$ cat src/rtl/wdt_pkg.sv
package wdt_pkg;
  localparam int unsigned WDT_RES_W  = 2;
  localparam int unsigned WDT_MULT_W = 5;

  typedef enum logic [1:0] {
    WDT_ACT_NONE  = 2'd0,
    WDT_ACT_IRQ   = 2'd1,
    WDT_ACT_RESET = 2'd2
  } wdt_act_e;
endpackage

$ cat src/rtl/wdt_cfg_reg.sv
module wdt_cfg_reg #(
  parameter int unsigned REG_W = 8
) (
  input  logic             clk,
  input  logic             rst,
  input  logic             wr,
  input  logic [REG_W-1:0] wdata,
  input  logic             wipe,
  output logic [REG_W-1:0] value
);
  // A write takes priority over a wipe (the wipe is suppressed on a restart anyway).
  always_ff @(posedge clk) begin
    if (rst)       value <= '0;
    else if (wr)   value <= wdata;
    else if (wipe) value <= '0;
  end
endmodule

$ cat src/rtl/wdt_interval.sv
module wdt_interval #(
  parameter int unsigned RES_W  = 2,
  parameter int unsigned MULT_W = 5,
  parameter int unsigned CNT_W  = 11
) (
  input  logic [RES_W-1:0]  res,
  input  logic [MULT_W-1:0] mult,
  output logic [CNT_W-1:0]  ticks
);
  localparam int unsigned SH_W = RES_W + 1;

  logic [SH_W-1:0] shamt;

  // Scaling by 4^res is a left shift of the multiplier by 2*res.
  assign shamt = {res, 1'b0};
  assign ticks = CNT_W'(mult) << shamt;
endmodule

$ cat src/rtl/wdt_counter.sv
module wdt_counter #(
  parameter int unsigned CNT_W = 11
) (
  input  logic             clk,
  input  logic             rst,
  input  logic             tick,
  input  logic             restart,
  input  logic [CNT_W-1:0] load,
  output logic             expire
);
  logic [CNT_W-1:0] cnt;
  logic             armed;

  // Expiry is the final tick of an armed count; a restart in the same cycle overrides it.
  assign expire = armed & tick & (cnt == CNT_W'(1)) & ~restart;

  always_ff @(posedge clk) begin
    if (rst) begin
      cnt   <= '0;
      armed <= 1'b0;
    end else if (restart) begin
      cnt   <= load;
      armed <= (load != '0);
    end else if (armed && tick) begin
      cnt <= cnt - CNT_W'(1);
      if (cnt == CNT_W'(1)) armed <= 1'b0;
    end
  end
endmodule

$ cat src/rtl/wdt_action.sv
module wdt_action
  import wdt_pkg::*;
(
  input  logic clk,
  input  logic rst,
  input  logic restart,
  input  logic expire,
  input  logic steer,
  output logic flag,
  output logic irq,
  output logic reset_req,
  output logic century_clr
);
  wdt_act_e act;

  always_comb begin
    act = WDT_ACT_NONE;
    if (expire) act = steer ? WDT_ACT_RESET : WDT_ACT_IRQ;
  end

  always_ff @(posedge clk) begin
    if (rst) begin
      flag        <= 1'b0;
      irq         <= 1'b0;
      reset_req   <= 1'b0;
      century_clr <= 1'b0;
    end else begin
      irq         <= (act == WDT_ACT_IRQ);
      reset_req   <= (act == WDT_ACT_RESET);
      century_clr <= (act == WDT_ACT_RESET);
      if (restart)     flag <= 1'b0;
      else if (expire) flag <= 1'b1;
    end
  end
endmodule

$ cat src/rtl/multres_watchdog.sv
module multres_watchdog
  import wdt_pkg::*;
#(
  parameter int unsigned RES_W  = WDT_RES_W,
  parameter int unsigned MULT_W = WDT_MULT_W,
  localparam int unsigned REG_W     = RES_W + MULT_W + 1,
  localparam int unsigned MAX_TICKS = ((1 << MULT_W) - 1) << (2 * ((1 << RES_W) - 1)),
  localparam int unsigned CNT_W     = $clog2(MAX_TICKS + 1)
) (
  input  logic             clk,
  input  logic             rst,
  input  logic             tick,
  input  logic             reg_wr,
  input  logic [REG_W-1:0] reg_wdata,
  input  logic             reg_rd,
  output logic [REG_W-1:0] reg_rdata,
  output logic             wd_flag,
  output logic             irq,
  output logic             reset_req,
  output logic             century_clr
);
  logic [REG_W-1:0] cfg_q;
  logic [REG_W-1:0] load_val;
  logic [CNT_W-1:0] load_ticks;
  logic             restart;
  logic             expire;
  logic             steer;

  assign restart  = reg_wr | reg_rd;
  // A write restarts with the incoming value, a read with the stored one.
  assign load_val = reg_wr ? reg_wdata : cfg_q;
  assign steer    = cfg_q[REG_W-1];

  wdt_cfg_reg #(.REG_W(REG_W)) cfg_i (
    .clk   (clk),
    .rst   (rst),
    .wr    (reg_wr),
    .wdata (reg_wdata),
    .wipe  (expire & steer),
    .value (cfg_q)
  );

  wdt_interval #(.RES_W(RES_W), .MULT_W(MULT_W), .CNT_W(CNT_W)) ivl_i (
    .res   (load_val[RES_W-1:0]),
    .mult  (load_val[RES_W +: MULT_W]),
    .ticks (load_ticks)
  );

  wdt_counter #(.CNT_W(CNT_W)) cnt_i (
    .clk     (clk),
    .rst     (rst),
    .tick    (tick),
    .restart (restart),
    .load    (load_ticks),
    .expire  (expire)
  );

  wdt_action act_i (
    .clk         (clk),
    .rst         (rst),
    .restart     (restart),
    .expire      (expire),
    .steer       (steer),
    .flag        (wd_flag),
    .irq         (irq),
    .reset_req   (reset_req),
    .century_clr (century_clr)
  );

  assign reg_rdata = cfg_q;
endmodule

$ cat config.mk
export PLATFORM = sky130hd
export DESIGN_NAME = multres_watchdog
export DESIGN_NICKNAME = d
export VERILOG_FILES = /design/src/rtl/wdt_pkg.sv /design/src/rtl/wdt_cfg_reg.sv /design/src/rtl/wdt_interval.sv /design/src/rtl/wdt_counter.sv /design/src/rtl/wdt_action.sv /design/src/rtl/multres_watchdog.sv
export SDC_FILE = /design/constraint.sdc
export NUM_CORES = 1
export LEC_CHECK = 0
export ABC_AREA = 0
export BUFFER_PORTS_ARGS = -buffer_cell sky130_fd_sc_hd__buf_2
export CAP_MARGIN = 15
export CORE_UTILIZATION = 45
export CTS_BUF_LIST = sky130_fd_sc_hd__clkbuf_4 sky130_fd_sc_hd__clkbuf_8
export CTS_CLUSTER_SIZE = 25
export DETAILED_ROUTE_END_ITERATION = 8
export HOLD_SLACK_MARGIN = 0.12
export PLACE_DENSITY = 0.78
export SLEW_MARGIN = 20
export SYNTH_ARGS = -nofsm -noshare
export SYNTH_HDL_FRONTEND = slang
export SYNTH_SLANG_ARGS = --single-unit
$ cat constraint.sdc
create_clock -name clk -period 4.2 [get_ports clk]
set_clock_uncertainty 0.05 [all_clocks]
set_input_delay 0.21 -clock clk [delete_from_list [all_inputs] [get_ports clk]]
set_output_delay 0.21 -clock clk [all_outputs]
set_load 0.05 [all_outputs]
=== Word-level counts from Yosys, hierarchy flattened ===
Cells that the tools add are included.
W data, S select, Z words.

* Memories kept: 0
* Bits of input ports: 13
* Flip-flop bits (word level): 23
* Latch bits: 0
* Output and inout bits: 12
* Bits in read-only memories: 0
* Bits in writable memories: 0

* Reductions and logical operators: 7
* Add/subtract/negate cells: 1
* Bitwise gates (word level): 6
* $lt $le $gt $ge: 0
* Equality and inequality tests: 3
* Shift operators: 1
* Muxes and demuxes: 10
* Div/mod/pow operators: 0
* $mul: 0

{| class="wikitable"
|+ Operator list
! kind !! count
|-
| $mux W11 || 2
|-
| $mux W8 || 2
|-
| $eq A11 B1 Y1 const B || 1
|-
| $reduce_bool A11 Y1 || 1
|-
| $shl A5 B3 Y11 || 1
|-
| $sub A11 B1 Y11 const B || 1
|-
| $mux W7 || 1
|-
| $reduce_bool A2 Y1 || 3
|-
| $and A1 B1 Y1 || 4
|-
| $mux W2 || 2
|-
| $mux W1 || 3
|-
| $eq A2 B1 Y1 const B || 1
|-
| $eq A2 B2 Y1 const B || 1
|-
| $reduce_and A2 Y1 || 1
|-
| $reduce_or A2 Y1 || 1
|-
| $logic_and A1 B1 Y1 || 1
|-
| $not A1 Y1 || 1
|-
| $or A1 B1 Y1 || 1
|}

=== Depth between registers and ports, before layout ===
Gate-level depths: netlist of the first run.

* Depth in word-level cells: 6
* Depth in mapped cells: 6

=== By module ===
From an unflattened synthesis of the first run, not the netlist that was laid out.

* Cells, all modules: 163
* Area total of the unflattened synthesis: 1,485.2 µm²

{| class="wikitable"
|+ By module, submodules not included
! module !! times used !! seq. area each (µm²) !! area an instance (µm²) !! cells an instance
|-
| wdt_counter || 1 || 240.2 || 745.7 || 90
|-
| wdt_cfg_reg || 1 || 160.2 || 377.9 || 36
|-
| wdt_interval || 1 || 0.0 || 135.1 || 19
|-
| multres_watchdog || 1 || 0.0 || 128.9 || 10
|-
| wdt_action || 1 || 60.1 || 97.6 || 8
|}

=== Worst setup path after synthesis of the first run ===
OpenSTA, ideal clock, no wires.

* Path kind: reg-to-reg
* From: register cnt_i.cnt[4]
* To: register cfg_i.value[4]
* Buffers on the path: 0
* Setup time: 0.132 ns
* Setup slack: 2.300 ns
* Data arrival time: 1.718 ns
* Cell stages (with the launch flop): 5
* Required time: 4.018 ns
* Path through: dfxtp_1 > or4_4 > or4_4 > nor3_4 > nor3_1

* Word-level cells in the longest chain between the ends: 5

{| class="wikitable"
|+ Ends and longest elaborated chain
! what !! line !! text
|-
| start, declared || wdt_counter.sv:11 || <nowiki>logic [CNT_W-1:0] cnt;</nowiki>
|-
| start signal, assigned || wdt_counter.sv:22 || <nowiki>cnt <= load;</nowiki>
|-
| start signal, assigned || wdt_counter.sv:25 || <nowiki>cnt <= cnt - CNT_W'(1);</nowiki>
|-
| $eq A11 B1 Y1 || wdt_counter.sv:15 || <nowiki>assign expire = armed & tick & (cnt == CNT_W'(1)) & ~restart;</nowiki>
|-
| $and A1 B1 Y1 (2 in a row) || wdt_counter.sv:15 ||
|-
| $and A1 B1 Y1 || multres_watchdog.sv:39 || <nowiki>.wipe (expire & steer),</nowiki>
|-
| $reduce_bool A2 Y1 (no line) || -- ||
|-
| end signal, assigned || wdt_cfg_reg.sv:14 || <nowiki>else if (wr) value <= wdata;</nowiki>
|-
| end, declared || wdt_cfg_reg.sv:9 || <nowiki>output logic [REG_W-1:0] value</nowiki>
|}

Every way passes these cells.
A chain may end at the register's enable or synchronous reset.

=== Final worst setup path of the first run ===
* From: register cnt_i.cnt[4]
* To: register cfg_i.value[6]

Same word-level chain as after synthesis.

==> summary by stage, run 1 <==
Outcome
The run finished with clean final reports.

Routing
After detailed routing, the total wire length is 2840 um. Before antenna repair, the detailed router went through 4 iterations. The count of routing violations after the opening detailed-route iteration is 30. The residual antenna-violating net count after detailed routing is 0. For this block, the via count after detailed routing is 1101.

The routed length per instance is 15.2 um. Using the TritonRoute via totals, the vias-per-cell ratio works out to 5.92. For this run, design rule violations remaining after detail routing come to 0.

Pwr
For this design the ratio of total power to cell area is 340 mW/mm2. The analysis attributes to cell leakage a power of 0.551 nW. The peak supply drop is 0.000281 V.

Setup path
The endpoint class of the critical path is a flop. The timing startpoint of the critical path is cnt_i.cnt[4]. In this run the register-to-register setup slack is 2120 ps. The most critical setup path has its endpoint at cfg_i.value[6]. The critical register-to-register path endpoint is cfg_i.value[6].

The reg-to-reg startpoint is cnt_i.cnt[4]. In this run the worst path has a maximum fanout of 7. The endpoint required time on the critical path is 4340 ps. Data on the critical path arrives at its endpoint at 2220 ps.

By startpoint and endpoint, the worst setup path is classified as flop to flop. The nature of the critical path startpoint is a flop. The number of cell instances on the worst register-to-register path is 4.

Die
The initial cell density of the core is 0.482. The floorplan step defined a die boundary enclosing 0.00291 mm2. The boundary pin count is 25. The number of standard-cell rows in the floorplan is 18. After floorplanning, the core was sized to cover 0.00252 mm2.

The vertical die dimension is 54.0 um. In this run the horizontal extent of the chip is 54.0 um.

Placed design
The cell area reported after detailed placement is 0.00132 mm2. The last weighted congestion value of the routability-driven placer is 0.899. The worst slack after detailed placement is 2140 ps. The count of buffers from port buffering is 24. Counting tap cells, the placed design contains a total of 182 instances. Summed over all nets, the half-perimeter wirelength after detailed placement is 2190 um.

Synth
The share of synthesized cell area in full adder, half adder and majority cells is 0.0206. The post-synthesis net count is 152. Measured against the total synthesized area, the mux share comes to 0.0936. Yosys mapped the design onto 37 distinct sky130hd cell types. Of the total synthesized cell area, the portion taken by XOR and XNOR cells is 0.0720. A synthesized cell averages 8.88 um2.

The count of warnings emitted by yosys is 0. The compound-cell area share of the yosys netlist is 0.124. Synthesis handed over a netlist of 137 instances. The share of Yosys cell area claimed by the top area cell type is 0.379.

Sorting the synthesized cells by area gives the leading types as sky130_fd_sc_hd__dfxtp_1 38%, sky130_fd_sc_hd__xnor2_1 7.2%, sky130_fd_sc_hd__mux2i_1 6.6%. Of the total synthesized cell area, the portion taken by AND, OR, NAND and NOR gates is 0.253. The flip-flop and latch count after synthesis is 23.

The cell area after synthesis is 0.00122 mm2. The biggest area contributor in the post-synthesis netlist is sky130_fd_sc_hd__dfxtp_1. The combinational family with the most area after synthesis is simple AND/OR/NAND/NOR gates. The sequential share of the synthesized area is 0.379.

Clock network
In this run the number of H-tree levels came out at 1. The buffer cell driving the clock tree root is sky130_fd_sc_hd__clkbuf_4. Gates resized during post-CTS repair numbered 0. The number of buffers inserted by hold repair at cts is 0.

Clock tree synthesis found a total of 23 sinks. The CTS tree is done. Clock-pin slew was measured on the worst setup and hold paths at 110 ps.

The clock latency on the worst-skew pair is 310 ps. Once the clock tree was built, the setup fixing pass inserted 0 buffers. In this run, CTS created clock tree buffers numbering 3. The buffer levels on the longest clock path is 2.

Global routing
The number of global-route vias before repair is 1073. The initial antenna violation count was 0. The remaining global-route overflow is 0.

The largest net degree at the start of global routing is 21. The first global-routing pass estimated 4740 um of wire. In the global route stage, overall resource usage came out at 0.232.

Cells and area
Of the cells placed in the final design, the portion with a size suffix greater than 1 is 0.244. Fill cells in the final layout number 241. The total non-filler cell area in the finished layout is 0.00135 mm2.

The area growth from synthesis to layout is 11.2%. The final cell count without fillers is 186. The antenna diode count is 0. The final-stage net count is 172.

Timing
Dividing the final minimum period by the clock period gives 0.495. Setup repair after global routing left no endpoint under its margin. The final number of max-transition violations came to 0.

The number of hold-slack violations in the final timing report was 0. The headroom to the max-slew limit is 0.512. The final critical path time including I/O delays and setup is 2080 ps.

After layout, the worst setup slack is 2120 ps. The final worst hold slack is 135 ps. Setup violations remaining at the end of the flow were counted as 0.

At the pin with the least slew margin, the transition time is 711 ps. For this run, the top clock speed supported by timing is 481 MHz. Summed over all failing endpoints, the final setup total negative slack is 0 ps.

Min path
The class of the tightest hold or removal check is input pin to flop.

Run
The tool flagged a number of max-cap violations equal to 0.
## power breakdown
group	switching (mW)	leakage (nW)	internal [mW]	total [mW]
clock network	0.0623	0.0184	0.0436	0.106
logic	0.0686	0.344	0.0429	0.112
registers	0.0117	0.189	0.230	0.242
## how the worst min path moves through the flow
stage                     slack (ps)              to          from  cells past startpoint
after floorplan                  360  cfg_i.value[7]  reg_wdata[7]                      2
after global placement           390      act_i.flag    act_i.flag                      2
after detailed placement         410      act_i.flag    act_i.flag                      2
after CTS                        130  cfg_i.value[7]  reg_wdata[7]                      3
after global routing             150  cfg_i.value[7]  reg_wdata[7]                      3
final                            130  cfg_i.value[7]  reg_wdata[7]                      3
## placed cells by master (no fill, tap or decap), types with 3 or more instances in the layout
master	synthesis	layout
sky130_fd_sc_hd__a211oi_1	3	3
sky130_fd_sc_hd__a21oi_1	7	7
sky130_fd_sc_hd__buf_2	1	24
sky130_fd_sc_hd__clkbuf_4	0	4
sky130_fd_sc_hd__dfxtp_1	23	23
sky130_fd_sc_hd__inv_1	5	5
sky130_fd_sc_hd__mux2_2	3	3
sky130_fd_sc_hd__mux2i_1	8	8
sky130_fd_sc_hd__nand2_1	5	5
sky130_fd_sc_hd__nor2_1	12	12
sky130_fd_sc_hd__nor3_1	15	15
sky130_fd_sc_hd__nor4_1	4	4
sky130_fd_sc_hd__o22ai_1	5	5
sky130_fd_sc_hd__xnor2_1	10	10
## state kept, by name, indices dropped and copies added (netlist names)
signal / cells
act_i.reset_req: 1
cnt_i.cnt: 11
cfg_i.value: 8
cnt_i.armed: 1
act_i.irq: 1
act_i.flag: 1
## critical path, cell delays in order (launching register included)
cell	delay, ps
sky130_fd_sc_hd__dfxtp_1	370
sky130_fd_sc_hd__or4_4	570
sky130_fd_sc_hd__or4_4	580
sky130_fd_sc_hd__nor3_4	300
sky130_fd_sc_hd__nor3_1	100
## final cells by class
class / instances / area (um2) / share of cell area
Tap cell: 30 / 37.5 / 0.0278
Clock buffer: 4 / 30.0 / 0.0222
Sequential cell: 23 / 460 / 0.340
Multi-Input combinational cell: 100 / 686 / 0.507
Timing Repair Buffer: 24 / 120 / 0.0888
Inverter: 5 / 18.8 / 0.0139
## synthesized netlist by cell type
cell / n
sky130_fd_sc_hd__or3_1: 2
sky130_fd_sc_hd__dfxtp_1: 23
sky130_fd_sc_hd__clkbuf_2: 1
sky130_fd_sc_hd__xnor2_1: 10
sky130_fd_sc_hd__nand3b_1: 1
sky130_fd_sc_hd__inv_1: 5
sky130_fd_sc_hd__o22ai_1: 5
sky130_fd_sc_hd__nor3b_1: 1
sky130_fd_sc_hd__a41oi_1: 1
sky130_fd_sc_hd__a21oi_1: 7
sky130_fd_sc_hd__a21o_1: 1
sky130_fd_sc_hd__a311oi_1: 2
sky130_fd_sc_hd__or3_2: 1
sky130_fd_sc_hd__or2_2: 2
sky130_fd_sc_hd__nor3_4: 1
sky130_fd_sc_hd__or4_4: 2
sky130_fd_sc_hd__nand3_1: 2
sky130_fd_sc_hd__buf_4: 2
sky130_fd_sc_hd__a211oi_1: 3
sky130_fd_sc_hd__mux2_2: 3
sky130_fd_sc_hd__o31ai_1: 2
sky130_fd_sc_hd__nor4b_1: 1
sky130_fd_sc_hd__nor4_1: 4
sky130_fd_sc_hd__nor2_1: 12
sky130_fd_sc_hd__or3b_2: 1
sky130_fd_sc_hd__nand4bb_1: 1
sky130_fd_sc_hd__nand2b_1: 2
sky130_fd_sc_hd__mux2i_1: 8
sky130_fd_sc_hd__o21ai_0: 1
sky130_fd_sc_hd__a32oi_1: 1
sky130_fd_sc_hd__or2_1: 1
sky130_fd_sc_hd__ha_1: 2
sky130_fd_sc_hd__clkdlybuf4s50_2: 1
sky130_fd_sc_hd__nand2_1: 5
sky130_fd_sc_hd__buf_2: 1
sky130_fd_sc_hd__nor3_1: 15
sky130_fd_sc_hd__clkbuf_1: 4
## stage by stage
| step | power (mW) | utilization |
|---|---|---|
| 6_report | 0.460 | 0.536 |
| 3_3_place_gp | 0.352 | 0.524 |
| 4_1_cts | 0.465 | 0.536 |
| 2_1_floorplan | 0.331 | - |
| 5_1_grt | 0.483 | 0.536 |
| 3_5_place_dp | 0.357 | 0.524 |
## per-layer routing
metal	routed length (um)	vias up	GRT usage
li1	-	534	-
met1	1220	518	0.262
met2	1410	38	0.412
met3	143	11	0.0650
met4	60	0	0.0855
met5	0	-	0
## kinds of logic after synthesis
| kind of cell | count (synthesis) |
|---|---|
| adder cells (fa/ha/maj) | 2 |
| multiplexers | 11 |
| AO/OA/AOI/OAI | 23 |
| flip-flops | 23 |
| XOR/XNOR | 10 |
| buffers and inverters | 14 |
| AND/OR/NAND/NOR | 54 |
Note: power is estimated with default switching activity, not from simulation.
==> inputs of run 2 (changes only) <==
==> constraint.sdc (replaced) <==
create_clock -name clk -period 2.2 [get_ports clk]
set_clock_uncertainty 0.05 [all_clocks]
set_input_delay 0.11 -clock clk [delete_from_list [all_inputs] [get_ports clk]]
set_output_delay 0.11 -clock clk [all_outputs]
set_load 0.05 [all_outputs]
==> summary by stage, run 2 (synthesis results as in run 1) <==
Timing
Headroom to the max-slew limit came out at 0.596. The final number of max-transition violations is 0. The final worst hold slack is 131 ps. The final setup slack of the worst path is 151 ps. Static timing analysis puts the maximum clock frequency at 488 MHz.

The slew at the pin closest to its max-slew limit is 603 ps. For the final routed database, the setup TNS stands at 0 ps. The final-report setup violation count is 0. The number of hold-slack violations in the final timing report is 0. Setup repair after global routing left no endpoint under its margin. After layout, the minimum clock period comes to 2050 ps. Dividing the final minimum period by the clock period gives 0.931.

Routing
The residual antenna-violating net count after detailed routing is 0. For this run, the detailed router's first-pass iteration total came to 4. After the first detailed-routing iteration, the DRC count stood at 23. After detailed routing, the average wire length per cell comes to 14.8 um. In the routed design, unresolved DRC markers number 0. The routed design has 2830 um of wire. Across all layers, the routed design uses 1112 vias. In the routed layout, each cell is associated on average with a via count of 5.82.

Placed design
At the placement stage, the worst setup path has a slack of 175 ps. The cell area reported after detailed placement is 0.00135 mm2. In this run the tool buffered the top-level ports with 24 buffer cells. Including well taps, the total number of placed cells is 186. The detailed-placement wirelength estimate is 2220 um. The congestion estimate from routability-driven global placement came to 0.901.

Global routing
The total global-route track usage is 0.232. The largest net degree at the start of global routing is 21. The global-route wire length before repair is 4790 um. The number of global-route vias before repair is 1076. The initial antenna violation count is 0. Global routing finished with a remaining overflow of 0.

Die
The core footprint is 0.00252 mm2. The overall die area is 0.00291 mm2. The number of standard-cell rows in the floorplan is 18.

The boundary pin count is 25. Measured along the x axis, the die boundary spans 54.0 um. The initial cell density of the core is 0.482.

The floorplan step set the die height to 54.0 um.

Setup path
The worst setup path is captured at a flop. STA classifies the critical path startpoint as a flop. The data arrival at the endpoint of the critical path is 2180 ps. The critical path is of the flop to flop type.

The maximum fanout along the worst path is 7. The cell that appears most often on the critical path is sky130_fd_sc_hd__or4_4. On the worst path, the slowest cell contributes a delay of 570 ps.

The largest individual stage delay along the critical path comes from the cell sky130_fd_sc_hd__or4_4. At the worst endpoint, the required time is 2340 ps. The cell family contributing the most delay on the critical path is simple AND/OR/NAND/NOR gates. The combined buffer and inverter count along the critical path is 0. Traced cell by cell, the critical path runs through or4_4 -> or4_4 -> nor3_4 -> nor3_1.

Clock network
After clock tree synthesis, the flow added hold-fix buffers numbering 1. The number of CTS-inserted buffers is 3. The CTS tree is done. The post-CTS setup buffer count is 0. In this run, post-CTS repair resized a total of 0 instances. The buffer cell driving the clock tree root is sky130_fd_sc_hd__clkbuf_4. The count of H-tree levels built during CTS is 1. The total number of clock tree sinks is 23. The clock slew at the register clock pins of the worst setup and hold paths is 110 ps.

The clock latency on the worst-skew pair is 310 ps. The clock passes through at most 2 buffers.

Pwr
The net switching fraction of the power is 0.311. The share of total power dissipated in sequential elements is 0.517. The logic gate share of total power is 0.253. Across the VDD grid, the largest voltage drop is 0.000565 V. Summed over all cells, the static leakage comes to 0.573 nW. The internal power consumption is 613 uW.

The total power draw is 890 uW. The share of total power dissipated in the clock network is 0.230. In this run the power spent charging and discharging nets is 276 uW. Power spread over the standard cell area amounts to 639 mW/mm2.

Cells and area
The flip-flop count of the largest register, all copies and words added is 11. The antenna diode count is 0. The final cell count without fillers is 191. The total non-filler cell area in the finished layout is 0.00139 mm2.

The register with the highest flop count is cnt_i.cnt. Of the cells placed in the final design, the portion with a size suffix greater than 1 is 0.261. The most common cell after layout, fill and taps aside is sky130_fd_sc_hd__buf_2.

The signed area change from the synthesized netlist to the final layout is 14.5%. For this run, the post-layout net count is 177. The top cell types in the final layout, fill and taps aside, are 24 x sky130_fd_sc_hd__buf_2, 23 x sky130_fd_sc_hd__dfxtp_1, 15 x sky130_fd_sc_hd__nor3_1, 12 x sky130_fd_sc_hd__nor2_1, 10 x sky130_fd_sc_hd__xnor2_1. The largest registers in the layout are cnt_i.cnt x11, cfg_i.value x8. The fraction of the core area covered by cells at the end of the flow is 0.552. The total of fill cells in the finished design is 246.

Outcome
The run finished with clean final reports.

Min path
The class of the tightest hold or removal check is input pin to flop.

Run
The count of max-cap constraint violations is 0.
==> run 2: power by group through the flow <==
| stage | Combinational [mW] | Clock, mW | Sequential (mW) |
|---|---|---|---|
| after floorplan | 0.140 | 0 | 0.492 |
| after global placement | 0.215 | 0 | 0.467 |
| after detailed placement | 0.222 | 0 | 0.469 |
| after CTS | 0.224 | 0.211 | 0.460 |
| after global routing | 0.245 | 0.231 | 0.463 |
| final | 0.225 | 0.204 | 0.460 |
==> run 2: layer usage <==
| layer | up-vias | track usage | wire length, um |
|---|---|---|---|
| li1 | 546 | - | - |
| met5 | - | 0 | 0 |
| met3 | 4 | 0.0706 | 128 |
| met4 | 0 | 0.0726 | 37 |
| met2 | 25 | 0.385 | 1370 |
| met1 | 537 | 0.285 | 1300 |
==> run 2: path summary, 6_finish.rpt <==
path	start	end	slack [ps]	depth (start not counted)
max reg2reg	cnt_i.cnt[4]	cfg_i.value[4]	150	4
min	rst	cnt_i.cnt[0]	130	2
max	cnt_i.cnt[4]	cfg_i.value[4]	150	4
min reg2reg	act_i.flag	act_i.flag	410	2
==> run 2: final cells by class <==
type,count,area (um2),area share
Clock buffer,4,30.0,0.0216
Inverter,5,18.8,0.0135
Multi-Input combinational cell,100,686,0.492
Sequential cell,23,460,0.331
Tap cell,30,37.5,0.0270
Timing Repair Buffer,29,160,0.115
